===== config.mk =====
export PLATFORM = sky130hd
export DESIGN_NAME = bkpt_trigger_seq
export DESIGN_NICKNAME = d
export VERILOG_FILES = /design/src/rtl/bkpt_trigger_seq_pkg.sv /design/src/rtl/bkpt_trigger_seq_ctrl.sv /design/src/rtl/bkpt_trigger_seq_dp.sv /design/src/rtl/bkpt_trigger_seq.sv
export SDC_FILE = /design/constraint.sdc
export NUM_CORES = 1
export LEC_CHECK = 0
export ABC_AREA = 1
export ABC_CLOCK_PERIOD_IN_PS = 2400
export BUFFER_PORTS_ARGS = -buffer_cell sky130_fd_sc_hd__buf_2
export CAP_MARGIN = 20
export CORE_ASPECT_RATIO = 0.5
export CORE_MARGIN = 1
export CORE_UTILIZATION = 35
export DETAILED_ROUTE_END_ITERATION = 16
export PLACE_DENSITY = 0.52
export SLEW_MARGIN = 20
export SYNTH_ARGS = -nofsm -noshare
export SYNTH_HDL_FRONTEND = slang
export SYNTH_SLANG_ARGS = --single-unit

===== constraint.sdc =====
create_clock -name clk -period 2.4 [get_ports clk]
set_input_delay 0.24 -clock clk [delete_from_list [all_inputs] [get_ports clk]]
set_output_delay 0.24 -clock clk [all_outputs]
set_load 0.02 [all_outputs]

===== src/rtl/bkpt_trigger_seq_pkg.sv =====
package bkpt_trigger_seq_pkg;

  typedef enum logic [2:0] {
    STG_IDLE,
    STG_FIRST,
    STG_SECOND,
    STG_TRACE,
    STG_DONE
  } stage_e;

  localparam logic [4:0] MODE_B1_CNT    = 5'b00000;
  localparam logic [4:0] MODE_OR_CNT    = 5'b00001;
  localparam logic [4:0] MODE_AND_CNT   = 5'b00010;
  localparam logic [4:0] MODE_B1_IRQ    = 5'b00100;
  localparam logic [4:0] MODE_B2_B1CNT  = 5'b01011;
  localparam logic [4:0] MODE_B2CNT_B1  = 5'b01111;
  localparam logic [4:0] MODE_B1_TRC    = 5'b10000;
  localparam logic [4:0] MODE_OR_TRC    = 5'b10001;
  localparam logic [4:0] MODE_AND_TRC   = 5'b10010;
  localparam logic [4:0] MODE_B1_TRC_IRQ = 5'b10100;
  localparam logic [4:0] MODE_TRC_ONLY  = 5'b10111;
  localparam logic [4:0] MODE_B2_B1_TRC = 5'b11011;
  localparam logic [4:0] MODE_RESET     = 5'b11111;

  typedef struct packed {
    logic reload;
    logic dec;
    logic fire;
    logic irq;
  } seqStrobe_t;

  function automatic logic modeLegal(input logic [4:0] m);
    case (m)
      MODE_B1_CNT, MODE_OR_CNT, MODE_AND_CNT, MODE_B1_IRQ,
      MODE_B2_B1CNT, MODE_B2CNT_B1, MODE_B1_TRC, MODE_OR_TRC,
      MODE_AND_TRC, MODE_B1_TRC_IRQ, MODE_TRC_ONLY, MODE_B2_B1_TRC:
        return 1'b1;
      default: return 1'b0;
    endcase
  endfunction

  function automatic stage_e startStage(input logic [4:0] m, input logic [1:0] en);
    if (!modeLegal(m))          return STG_IDLE;
    else if (m == MODE_TRC_ONLY) return STG_TRACE;
    else if (en == 2'b00)       return STG_IDLE;
    else                        return STG_FIRST;
  endfunction

endpackage


===== src/rtl/bkpt_trigger_seq_ctrl.sv =====
module bkpt_trigger_seq_ctrl
  import bkpt_trigger_seq_pkg::*;
(
  input  logic       clk,
  input  logic       rstN,
  input  logic       cfgWe,
  input  logic [4:0] cfgMode,
  input  logic [1:0] cfgBpEn,
  input  logic       bp1Hit,
  input  logic       bp2Hit,
  input  logic       instRetired,
  input  logic       cntLast,
  output seqStrobe_t strobe
);

  logic [4:0] modeQ;
  stage_e     stageQ;
  stage_e     nextStg;
  logic       evt;
  logic       counted;
  logic       advance;
  logic       bpOr;
  logic       bpAnd;
  logic       irqMode;

  assign bpOr    = bp1Hit | bp2Hit;
  assign bpAnd   = bp1Hit & bp2Hit;
  assign irqMode = (modeQ == MODE_B1_IRQ) || (modeQ == MODE_B1_TRC_IRQ);

  always_comb begin
    evt     = 1'b0;
    counted = 1'b0;
    nextStg = STG_DONE;
    case (stageQ)
      STG_FIRST: begin
        case (modeQ)
          MODE_B1_CNT:   begin evt = bp1Hit; counted = 1'b1; end
          MODE_OR_CNT:   begin evt = bpOr;   counted = 1'b1; end
          MODE_AND_CNT:  begin evt = bpAnd;  counted = 1'b1; end
          MODE_B1_IRQ:   begin evt = bp1Hit; end
          MODE_B2_B1CNT: begin evt = bp2Hit; nextStg = STG_SECOND; end
          MODE_B2CNT_B1: begin evt = bp2Hit; counted = 1'b1; nextStg = STG_SECOND; end
          MODE_B1_TRC, MODE_B1_TRC_IRQ: begin evt = bp1Hit; nextStg = STG_TRACE; end
          MODE_OR_TRC:   begin evt = bpOr;   nextStg = STG_TRACE; end
          MODE_AND_TRC:  begin evt = bpAnd;  nextStg = STG_TRACE; end
          MODE_B2_B1_TRC: begin evt = bp2Hit; nextStg = STG_SECOND; end
          default:       evt = 1'b0;
        endcase
      end
      STG_SECOND: begin
        case (modeQ)
          MODE_B2_B1CNT:  begin evt = bp1Hit; counted = 1'b1; end
          MODE_B2CNT_B1:  begin evt = bp1Hit; end
          MODE_B2_B1_TRC: begin evt = bp1Hit; nextStg = STG_TRACE; end
          default:        evt = 1'b0;
        endcase
      end
      STG_TRACE: begin
        evt     = instRetired;
        counted = 1'b1;
      end
      default: evt = 1'b0;
    endcase
  end

  assign advance       = !cfgWe && evt && (!counted || cntLast);
  assign strobe.dec    = !cfgWe && evt && counted && !cntLast;
  assign strobe.reload = advance && (nextStg != STG_DONE);
  assign strobe.fire   = advance && (nextStg == STG_DONE);
  assign strobe.irq    = !cfgWe && bp2Hit && irqMode && (stageQ != STG_IDLE);

  always_ff @(posedge clk or negedge rstN) begin
    if (!rstN) begin
      modeQ  <= MODE_RESET;
      stageQ <= STG_IDLE;
    end else if (cfgWe) begin
      modeQ  <= cfgMode;
      stageQ <= startStage(cfgMode, cfgBpEn);
    end else if (advance) begin
      stageQ <= nextStg;
    end
  end

endmodule


===== src/rtl/bkpt_trigger_seq_dp.sv =====
module bkpt_trigger_seq_dp
  import bkpt_trigger_seq_pkg::*;
#(
  parameter int CNT_W = 8
) (
  input  logic             clk,
  input  logic             rstN,
  input  logic             cfgWe,
  input  logic [CNT_W-1:0] cfgCount,
  input  logic             cfgReqMask,
  input  logic             cfgPinDrive,
  input  logic             extDebugReq,
  input  seqStrobe_t       strobe,
  output logic             cntLast,
  output logic             trigPulse,
  output logic             intPulse,
  output logic             debugEntry,
  output logic             eventPinN
);

  localparam logic [CNT_W-1:0] CNT_ONE = CNT_W'(1);

  logic [CNT_W-1:0] countQ;
  logic [CNT_W-1:0] remQ;
  logic             maskQ;
  logic             driveQ;
  logic             pinEvent;

  function automatic logic [CNT_W-1:0] atLeastOne(input logic [CNT_W-1:0] v);
    return (v == '0) ? CNT_ONE : v;
  endfunction

  assign cntLast  = (remQ <= CNT_ONE);
  assign pinEvent = (strobe.fire | strobe.irq) & ~maskQ & driveQ;

  always_ff @(posedge clk or negedge rstN) begin
    if (!rstN) begin
      countQ <= CNT_ONE;
      remQ   <= CNT_ONE;
      maskQ  <= 1'b1;
      driveQ <= 1'b0;
    end else if (cfgWe) begin
      countQ <= cfgCount;
      remQ   <= atLeastOne(cfgCount);
      maskQ  <= cfgReqMask;
      driveQ <= cfgPinDrive;
    end else if (strobe.reload) begin
      remQ <= atLeastOne(countQ);
    end else if (strobe.dec) begin
      remQ <= remQ - CNT_ONE;
    end
  end

  always_ff @(posedge clk or negedge rstN) begin
    if (!rstN) begin
      trigPulse  <= 1'b0;
      intPulse   <= 1'b0;
      debugEntry <= 1'b0;
      eventPinN  <= 1'b1;
    end else begin
      trigPulse  <= strobe.fire;
      intPulse   <= strobe.irq;
      debugEntry <= strobe.fire | (extDebugReq & ~maskQ);
      eventPinN  <= ~pinEvent;
    end
  end

endmodule


===== src/rtl/bkpt_trigger_seq.sv =====
module bkpt_trigger_seq
  import bkpt_trigger_seq_pkg::*;
#(
  parameter int CNT_W = 8
) (
  input  logic             clk,
  input  logic             rstN,
  input  logic             cfgWe,
  input  logic [4:0]       cfgMode,
  input  logic [CNT_W-1:0] cfgCount,
  input  logic [1:0]       cfgBpEn,
  input  logic             cfgReqMask,
  input  logic             cfgPinDrive,
  input  logic             bp1Hit,
  input  logic             bp2Hit,
  input  logic             instRetired,
  input  logic             extDebugReq,
  output logic             trigPulse,
  output logic             intPulse,
  output logic             debugEntry,
  output logic             eventPinN
);

  seqStrobe_t strobe;
  logic       cntLast;

  bkpt_trigger_seq_ctrl ctrl_i (
    .clk         (clk),
    .rstN        (rstN),
    .cfgWe       (cfgWe),
    .cfgMode     (cfgMode),
    .cfgBpEn     (cfgBpEn),
    .bp1Hit      (bp1Hit),
    .bp2Hit      (bp2Hit),
    .instRetired (instRetired),
    .cntLast     (cntLast),
    .strobe      (strobe)
  );

  bkpt_trigger_seq_dp #(.CNT_W(CNT_W)) dp_i (
    .clk         (clk),
    .rstN        (rstN),
    .cfgWe       (cfgWe),
    .cfgCount    (cfgCount),
    .cfgReqMask  (cfgReqMask),
    .cfgPinDrive (cfgPinDrive),
    .extDebugReq (extDebugReq),
    .strobe      (strobe),
    .cntLast     (cntLast),
    .trigPulse   (trigPulse),
    .intPulse    (intPulse),
    .debugEntry  (debugEntry),
    .eventPinN   (eventPinN)
  );

endmodule


== Word-level counts from Yosys, hierarchy flattened ==
Memory sizes are Yosys's and may differ from the RTL's.
Index checks and enable logic that the tools add are counted.
Operators by class
  $add $sub $neg: 1
  equal/unequal tests: 16
  magnitude comparators: 1
  reduce and logical (&&, ||, !) cells: 27
  mux-type cells: 20
  bitwise logic cells: 9
Operators by type and width (count)
  $mux 8: 5
  $eq 5x5->1 const B: 6
  $logic_not 8->1: 2
  $mux 3: 5
  $pmux 3 s2: 2
  $reduce_or 4->1: 3
  $eq 5x4->1 const B: 2
  $logic_and 1x1->1: 9
  $le 8x1->1 const B: 1
  $sub 8x1->8 const B: 1
  $eq 3x2->1 const B: 2
  $pmux 1 s3: 2
  $reduce_bool 3->1: 2
  $eq 5x1->1 const B: 1
  $eq 5x2->1 const B: 1
  $eq 5x3->1 const B: 1
  $logic_not 5->1: 1
  $mux 1: 5
  $and 1x1->1: 4
  $pmux 1 s4: 1
  $reduce_or 2->1: 2
  $eq 3x1->1 const B: 1
  $eq 3x3->1 const B: 1
  $logic_not 1->1: 3
  other kinds (7): 11
Storage, ports and cells
  memories kept: 1
  logic and storage cells: 85
  memory bits (read-only): 32
  flip-flop bits (word level): 30
Memories
  (no name shown): words 32, bits a word 1, read ports 1, clocked after Yosys merged registers in 0, wr ports 0, RTL line bkpt_trigger_seq_pkg.sv:33  | case (m)

== Logic depth before layout (Yosys ltp) ==
Gate-level depths: netlist of run 1.
  depth in word-level cells: 12
  depth in mapped cells: 14
  mapped depth without buffers: 14

== By module ==
Synthesis of run 1 repeated with hierarchy kept, for this count alone.
Second synthesis, totals
  cell total of the unflattened synthesis: 263
  area total of the unflattened synthesis: 1921.8 µm²
By module, submodules not included
  bkpt_trigger_seq_dp: area each 1192.4 µm², cells an instance 149, times used 1
  bkpt_trigger_seq_ctrl: area each 729.4 µm², cells an instance 114, times used 1

== Worst setup path before layout of run 1 ==
OpenSTA, ideal clock, no wires.
  path type: register -> register
  from: reg dp_i.remQ[0]
  to: reg dp_i.remQ[0]
  stages on the path, launching flop included: 10
  path buffers: 0
  clock period less this slack: 1.818 ns
  path slack: 0.582 ns
  arrival: 1.745 ns
  setup time: 0.073 ns
  data required time: 2.327 ns
  cells stage by stage: dfstp_2 > inv_1 > ha_1 > o2111ai_1 > inv_1 > a21oi_1 > a21oi_4 > nand2_2 > nor2_1 > a21oi_1
Between the ends
  longest elaborated chain between the ends: 6
RTL lines
  start: declaration: RTL line bkpt_trigger_seq_dp.sv:24  | logic [CNT_W-1:0] remQ;
  start signal: assignment: RTL line bkpt_trigger_seq_dp.sv:44  | remQ <= atLeastOne(cfgCount);
  start signal: assignment: RTL line bkpt_trigger_seq_dp.sv:48  | remQ <= atLeastOne(countQ);
  start signal: assignment: RTL line bkpt_trigger_seq_dp.sv:50  | remQ <= remQ - CNT_ONE;
  $le 8x1->1: RTL line bkpt_trigger_seq_dp.sv:33  | assign cntLast = (remQ <= CNT_ONE);
  $logic_or 1x1->1: RTL line bkpt_trigger_seq_ctrl.sv:66  | assign advance = !cfgWe && evt && (!counted || cntLast);
  $logic_and 1x1->1: RTL line bkpt_trigger_seq_ctrl.sv:66
  $logic_and 1x1->1: RTL line bkpt_trigger_seq_ctrl.sv:68  | assign strobe.reload = advance && (nextStg != STG_DONE);
  $mux 8: RTL line bkpt_trigger_seq_dp.sv:47  | end else if (strobe.reload) begin
  $mux 8: RTL line bkpt_trigger_seq_dp.sv:42  | end else if (cfgWe) begin
Parallel ways exist; a longest one is shown, timed or not. The select of a mux whose other input is x is not followed.
A chain may end at the register's enable or synchronous reset.

== Worst setup path after layout of run 1 ==
  from: reg dp_i.remQ[0]
  to: reg dp_i.remQ[7]
Same word-level chain as after synthesis.

==> metrics.md, run 1 <==
| Metric | Value |
|---|---|
| Most used DFF post-synth | dfrtp_1 |
| Ys async rst share | 100% |
| Drt wl/cell | 12.2 µm |
| Time the worst path needs with I/O delays and setup | about 2.2 ns |
| GP Congestion | roughly 0.84 |
| Vias in the first global route | 1,517 |
| FILL cells | 536 |
| Worst EP arrival | 2.37 ns |
| Post-cts sizing count | 0 |
| Setup_tns | 0 ns |
| Met2 global-route usage | 27.4% |
| Core Area | approximately 5000 µm² |
| Reg2reg start | dp_i.remQ[0] |
| Layout Nets | 317 |
| Post-Synthesis Cells | 258 |
| Most used routing layer | met2 |
| Crit share post-route | 90.5% |
| Worst setup path category | reg -> reg |
| Largest net degree at the start of global routing | 31 |
| Worst hold path class | in -> async |
| Full die area | 5610 µm² |
| Cell variety after synth | 28 |
| N_diodes | 0 |
| Chip Width | 105 µm |
| Failing checks | negative hold slack |
| Row Count | 18 |
| Hold Vio Cnt, Final | 5 |
| Final Max Tran Viols | 0 |
| Final setup fails | 0 |
| Worst hold margin | -0.00405 ns |
| Clock Skew | 0.00769 ns |
| Num CTS Buffers | 5 |
| Reg2Reg Depth | 9 |
| Clock-pin transition on the worst setup and hold timing paths | 0.07 ns |
| Number of synthesized flops with an enable pin | 0 |
| Detailed Place HPWL | 3.32 mm |
| Via/cell ratio | 4.75 |
| Area contributors post-synth | dfrtp_1 28%, nand2_1 18%, dfstp_2 13% |
| Worst Path Max Fanout | 18 |
| Leak | approximately 1.2 nW |
| Power per cell area | 705 nW/µm² |
| Pwr Total | 1.56 mW |
| Mapped Area | around 1900 µm² |
| Initial antenna violation count | 0 |
| Ports | 28 |
| # H-tree levels | 2 |
| Yosys reg bits | 30 |
| Worst slew pin tran | 0.691 ns |
| Hold buffers post-CTS | 0 |
| DRC | 0 |
| Mapped Avg Cell Area | 7.19 µm² |
| Synth-to-Final Area Change | 19.1% |
| Area leader, netlist | dfrtp_1 |
| Peak VDD IR | roughly 0.00025 V |
| GRT Total Usage | around 18% |
| R2R Setup Slk | between 0.2 and 0.25 ns |
| Top cells by count, synth | 89 x nand2_1, 27 x inv_1, 24 x a21oi_1 |
| RSZ-0062 raised after global routing | no |
| Fin cells | 360 |
| Yosys warns | 0 |
| TritonCTS clock tree | built |
| Max transition margin | 54.0% |
| Via count | 1,709 |
| Net Count, Synth | 286 |
| CTS Root Cell | clkbuf_8 |
| 1st-iter DRT viols | 76 |
| Layout cell share with drive strength beyond 1 | 21.7% |
| Maxcap violations | 0 |
| Initial Utilization | 37.1% |
| Number of detailed-route iterations in the first pass | 5 |
| Final core occ | 44.2% |
| First-pass GRT wire length | 7.39 mm |
| Postcts setup bufs | 0 |
| Final WL | 4.41 mm |
| Number of buffers added on ports | 27 |
| GR Util met3 | roughly 4.3% |
| CTS sink cnt | 30 |
| Antenna viol nets, final | 0 |
| Met1 usage | ~24% |
| CP required | ~2.6 ns |
| Post-Place Cells | 352 |
| Die height | ~53 µm |
| Total grt overflow | 0 |
| CP endpoint kind | register |
| CP startpoint kind | register |
| Worst-Skew Late Latency | 0.28 ns |
| R2R Path End | dp_i.remQ[7] |
| Clock Tree Buf Depth | 2 |
| Most common cell in the netlist | nand2_1 |
| Yosys top cell area share | between 20% and 30% |
| Peak Freq | 0.461 GHz |
| Sequential area share after synthesis | about 41% |
| Status | complete, but fails checks |
worst max-delay path, stage by stage (launching register included):
cell       delay [ns]
dfstp_2          0.55
inv_1            0.08
ha_1             0.25
o2111ai_1        0.36
nand2_2          0.17
nand4_4          0.21
nand2_2          0.17
nand2_1          0.11
nand2_1          0.05
a21oi_1          0.13
kinds of logic (layout without fill, tap and decap cells):
logic type	after synthesis	count (layout)	share of synthesized area, %
compound gates	42	42	13.0
xor+xnor	3	3	1.42
fa+ha+maj	4	4	2.70
buf+inv	36	68	7.69
flops	30	30	41.1
simple gates	143	143	34.1
routing by layer:
| layer | wire (µm) | share of wire, % |
|---|---|---|
| met4 | 34 | 0.77 |
| met1 | 2290 | 52 |
| met5 | 0 | 0 |
| met2 | 1900 | 43 |
| met3 | 175 | 4.0 |
placed cells by master, fill, tap and decap left out, types with 3 or more instances in the layout:
master,instances
a21oi_1,24
buf_2,27
clkbuf_8,6
dfrtp_1,21
dfstp_2,9
ha_1,4
inv_1,27
inv_2,4
nand2_1,89
nand2_2,4
nand3_1,13
nand4_1,3
nor2_1,19
nor3_1,5
o211ai_1,3
o21ai_0,10
or2_2,3
sequential cells by signal, summed over array words and instances (netlist names), 3 cells and up:
| signal | count |
|---|---|
| dp_i.remQ | 8 |
| dp_i.countQ | 8 |
| ctrl_i.stageQ | 3 |
| ctrl_i.modeQ | 5 |
worst max-delay path by stage:
stage / from / end / slack [ns] / cells past startpoint
3_5_place_dp: dp_i.remQ[0] / dp_i.remQ[1] / 0.24 / 9
3_3_place_gp: dp_i.remQ[0] / dp_i.remQ[3] / 0.28 / 9
6_report: dp_i.remQ[0] / dp_i.remQ[7] / 0.23 / 9
4_1_cts: dp_i.remQ[0] / dp_i.remQ[1] / 0.22 / 9
5_1_grt: dp_i.remQ[0] / dp_i.remQ[1] / 0.02 / 9
2_1_floorplan: dp_i.remQ[0] / dp_i.remQ[0] / 0.58 / 9
report_power, final:
group / internal, mW / switching (mW) / total (mW)
registers: 0.572 / 0.0532 / 0.625
logic: 0.109 / 0.179 / 0.287
clock network: 0.443 / 0.203 / 0.646
total: 1.12 / 0.434 / 1.56
metrics by stage:
step,hold WS [ns],worst slack [ns],cell area (µm²)
2_1_floorplan,-0.0556,0.582,1850
3_3_place_gp,0.330,0.281,2070
3_5_place_dp,0.332,0.239,2070
4_1_cts,0.0178,0.224,2210
5_1_grt,0.0468,0.0245,2210
6_report,-0.00405,0.229,2210
layout make-up:
type / count / area (µm²) / share of cell area (%)
multi-input combinational: 192 / 950 / 43.0
clock buffer: 6 / 82.6 / 3.74
timing repair buffer: 29 / 150 / 6.80
inverter: 31 / 116 / 5.27
clock inverter: 2 / 60.1 / 2.72
sequential: 30 / 762 / 34.5
tap: 70 / 87.6 / 3.97
(Power assumes the default switching activity.)
==> run 2, diff against run 1 <==
PLACE_DENSITY = not set   (was 0.52)
PLACE_DENSITY_LB_ADDON = 0.1   (was not set)
==> run 2 against run 1 <==
Against the previous run:
- via count down 0.23%
- flip-flop and latch count is the same
- global-route usage fell by 0.17 points
- the run now ends clean
- register-to-register slack improved by 0.09 ns
- critical path type unchanged
- combinational power is essentially flat
- cell area shrank 2.4%
==> metrics.md, run 2 (synthesized netlist as in run 1, its figures left out) <==
| Metric | Value |
|---|---|
| Leak | 1.14 nW |
| Worst EP arrival | 2.29 ns |
| CP startpoint kind | register |
| Crit share post-route | 86.6% |
| Worst Path Max Fanout | 18 |
| CTS Root Cell | clkbuf_8 |
| Full die area | 5610 µm² |
| R2R Setup Slk | 0.32 ns |
| Maxcap violations | 0 |
| Initial antenna violation count | 0 |
| Ports | 28 |
| Pre-CTS setup slack | 0.251 ns |
| CTS sink cnt | 30 |
| Commonest non-fill, non-tap cell in the layout | nand2_1 |
| Combinational fraction of design power | 21.6% |
| Layout Nets | 316 |
| Commonest non-fill, non-tap cells in the layout | 89 x nand2_1, 27 x inv_1, 27 x buf_2, 24 x a21oi_1, 21 x dfrtp_1 |
| First-pass GRT wire length | around 7.3 mm |
| Final Max Tran Viols | 0 |
| Total grt overflow | 0 |
| Most used routing layer | met2 |
| Setup_tns | 0 ns |
| Pint | 0.912 mW |
| Sequential Power Share | 46.6% |
| Clock share of power | 31.8% |
| Chip Width | 105 µm |
| Peak Freq | 0.481 GHz |
| Via/cell ratio | 4.75 |
| Die height | 53.5 µm |
| Synth-to-Final Area Change | 16.3% |
| Power per cell area | just over 600 nW/µm² |
| RSZ-0062 raised after global routing | no |
| DRC | 0 |
| Max transition margin | about 53% |
| Antenna viol nets, final | 0 |
| # H-tree levels | 2 |
| Largest net degree at the start of global routing | 31 |
| Initial Utilization | 37.1% |
| Worst setup path category | reg -> reg |
| Row Count | 18 |
| 1st-iter DRT viols | 93 |
| Clock Tree Buf Depth | 2 |
| Switching Share | 32.2% |
| Worst slew pin tran | 0.707 ns |
| CP endpoint kind | register |
| Time the worst path needs with I/O delays and setup | between 2 and 2.5 ns |
| Final setup fails | 0 |
| Clock-pin transition on the worst setup and hold timing paths | 0.07 ns |
| Num CTS Buffers | 5 |
| Via count | 1,705 |
| Final WL | 4.48 mm |
| Sw Pwr | 0.432 mW |
| Vias in the first global route | 1,516 |
| Drt wl/cell | 12.5 µm |
| Detailed Place HPWL | 3.39 mm |
| Number of buffers added on ports | 27 |
| CP required | about 2.6 ns |
| Layout cell share with drive strength beyond 1 | 21.5% |
| Met1 usage | 24.1% |
| Number of detailed-route iterations in the first pass | 5 |
| Clock Skew | 0.00334 ns |
| GRT Total Usage | 17.4% |
| Final Worst Setup Slack | 0.321 ns |
| Core Area | between 4000 and 5000 µm² |
| TritonCTS clock tree | built |
| Worst hold margin | 0.000124 ns |
| Status | finished, final reports clean |
| N_diodes | 0 |
| Hold Vio Cnt, Final | 0 |
| Worst-Skew Late Latency | approximately 0.28 ns |
| Worst hold path class | in -> async |
| GP Congestion | about 0.8 |
| Peak VDD IR | 0.000189 V |
| Pwr Total | between 1 and 1.5 mW |
| GR Util met3 | just over 4% |
| Largest regs | dp_i.countQ (8), dp_i.remQ (8), ctrl_i.modeQ (5) |
| Met2 global-route usage | 26.8% |
==> run 2: cell count changes in the layout (fill, tap and decap cells not counted) <==
cell and delta:
buf_4 -1, bufinv_16 -2, clkbuf_1 +1, clkinv_2 +1, o2111ai_1 -1, o2111ai_2 +1
==> run 2: stage by stage <==
stage	util, %	std cells	area [µm²]
2_1_floorplan	-	258	1850
3_3_place_gp	41.2	351	2060
3_5_place_dp	41.2	351	2060
4_1_cts	43.0	359	2150
5_1_grt	43.1	359	2160
6_report	43.1	359	2160
==> run 2: power groups by stage <==
| stage | Combinational (mW) | Sequential (mW) | Clock [mW] |
|---|---|---|---|
| 3_5_place_dp | 0.288 | 0.635 | 0 |
| 4_1_cts | 0.289 | 0.626 | 0.436 |
| 5_1_grt | 0.335 | 0.635 | 0.456 |
| 3_3_place_gp | 0.287 | 0.634 | 0 |
| 2_1_floorplan | 0.204 | 0.623 | 0 |
| 6_report | 0.290 | 0.626 | 0.427 |
==> run 2: path summary, 6_finish.rpt <==
path                              endpoint           start  depth (start not counted)
max reg2reg                   dp_i.remQ[3]    dp_i.remQ[0]                          9
min reg2reg                 dp_i.countQ[0]  dp_i.countQ[0]                          2
max in group asynchronous     dp_i.remQ[5]            rstN                          1
min in group clk               dp_i.driveQ     cfgPinDrive                          3
min                        dp_i.debugEntry            rstN                          1
max                           dp_i.remQ[3]    dp_i.remQ[0]                          9
==> run 2: metal layers <==
layer | vias to the layer above | routed length [µm]
met5 | - | 0
met4 | 0 | 31
li1 | 895 | -
met1 | 770 | 2320
met2 | 35 | 1910
met3 | 5 | 211
==> run 2: repair_timing <==
action,CTS,global route
setup endpoints to repair,0,1
buffers inserted,0,0
hold buffers,0,0
gates resized for setup,0,1
==> run 2: area by class of cell <==
class / count / area, µm²
clock inverters: 1 / 5.00
repair buffers: 28 / 143
inverters: 31 / 116
fillers: 525 / 2840
multi-input cells: 192 / 956
flip-flops and latches: 30 / 762
well taps: 70 / 87.6
clock buffers: 7 / 86.3
==> run 2: critical path, cell delays in order, from the launching register on <==
cell and delay [ns]:
dfstp_2 0.56, inv_1 0.09, ha_1 0.26, o2111ai_2 0.28, nand2_2 0.15, nand4_4 0.21
nand2_2 0.17, nand2_1 0.11, nand2_1 0.05, a21oi_1 0.12
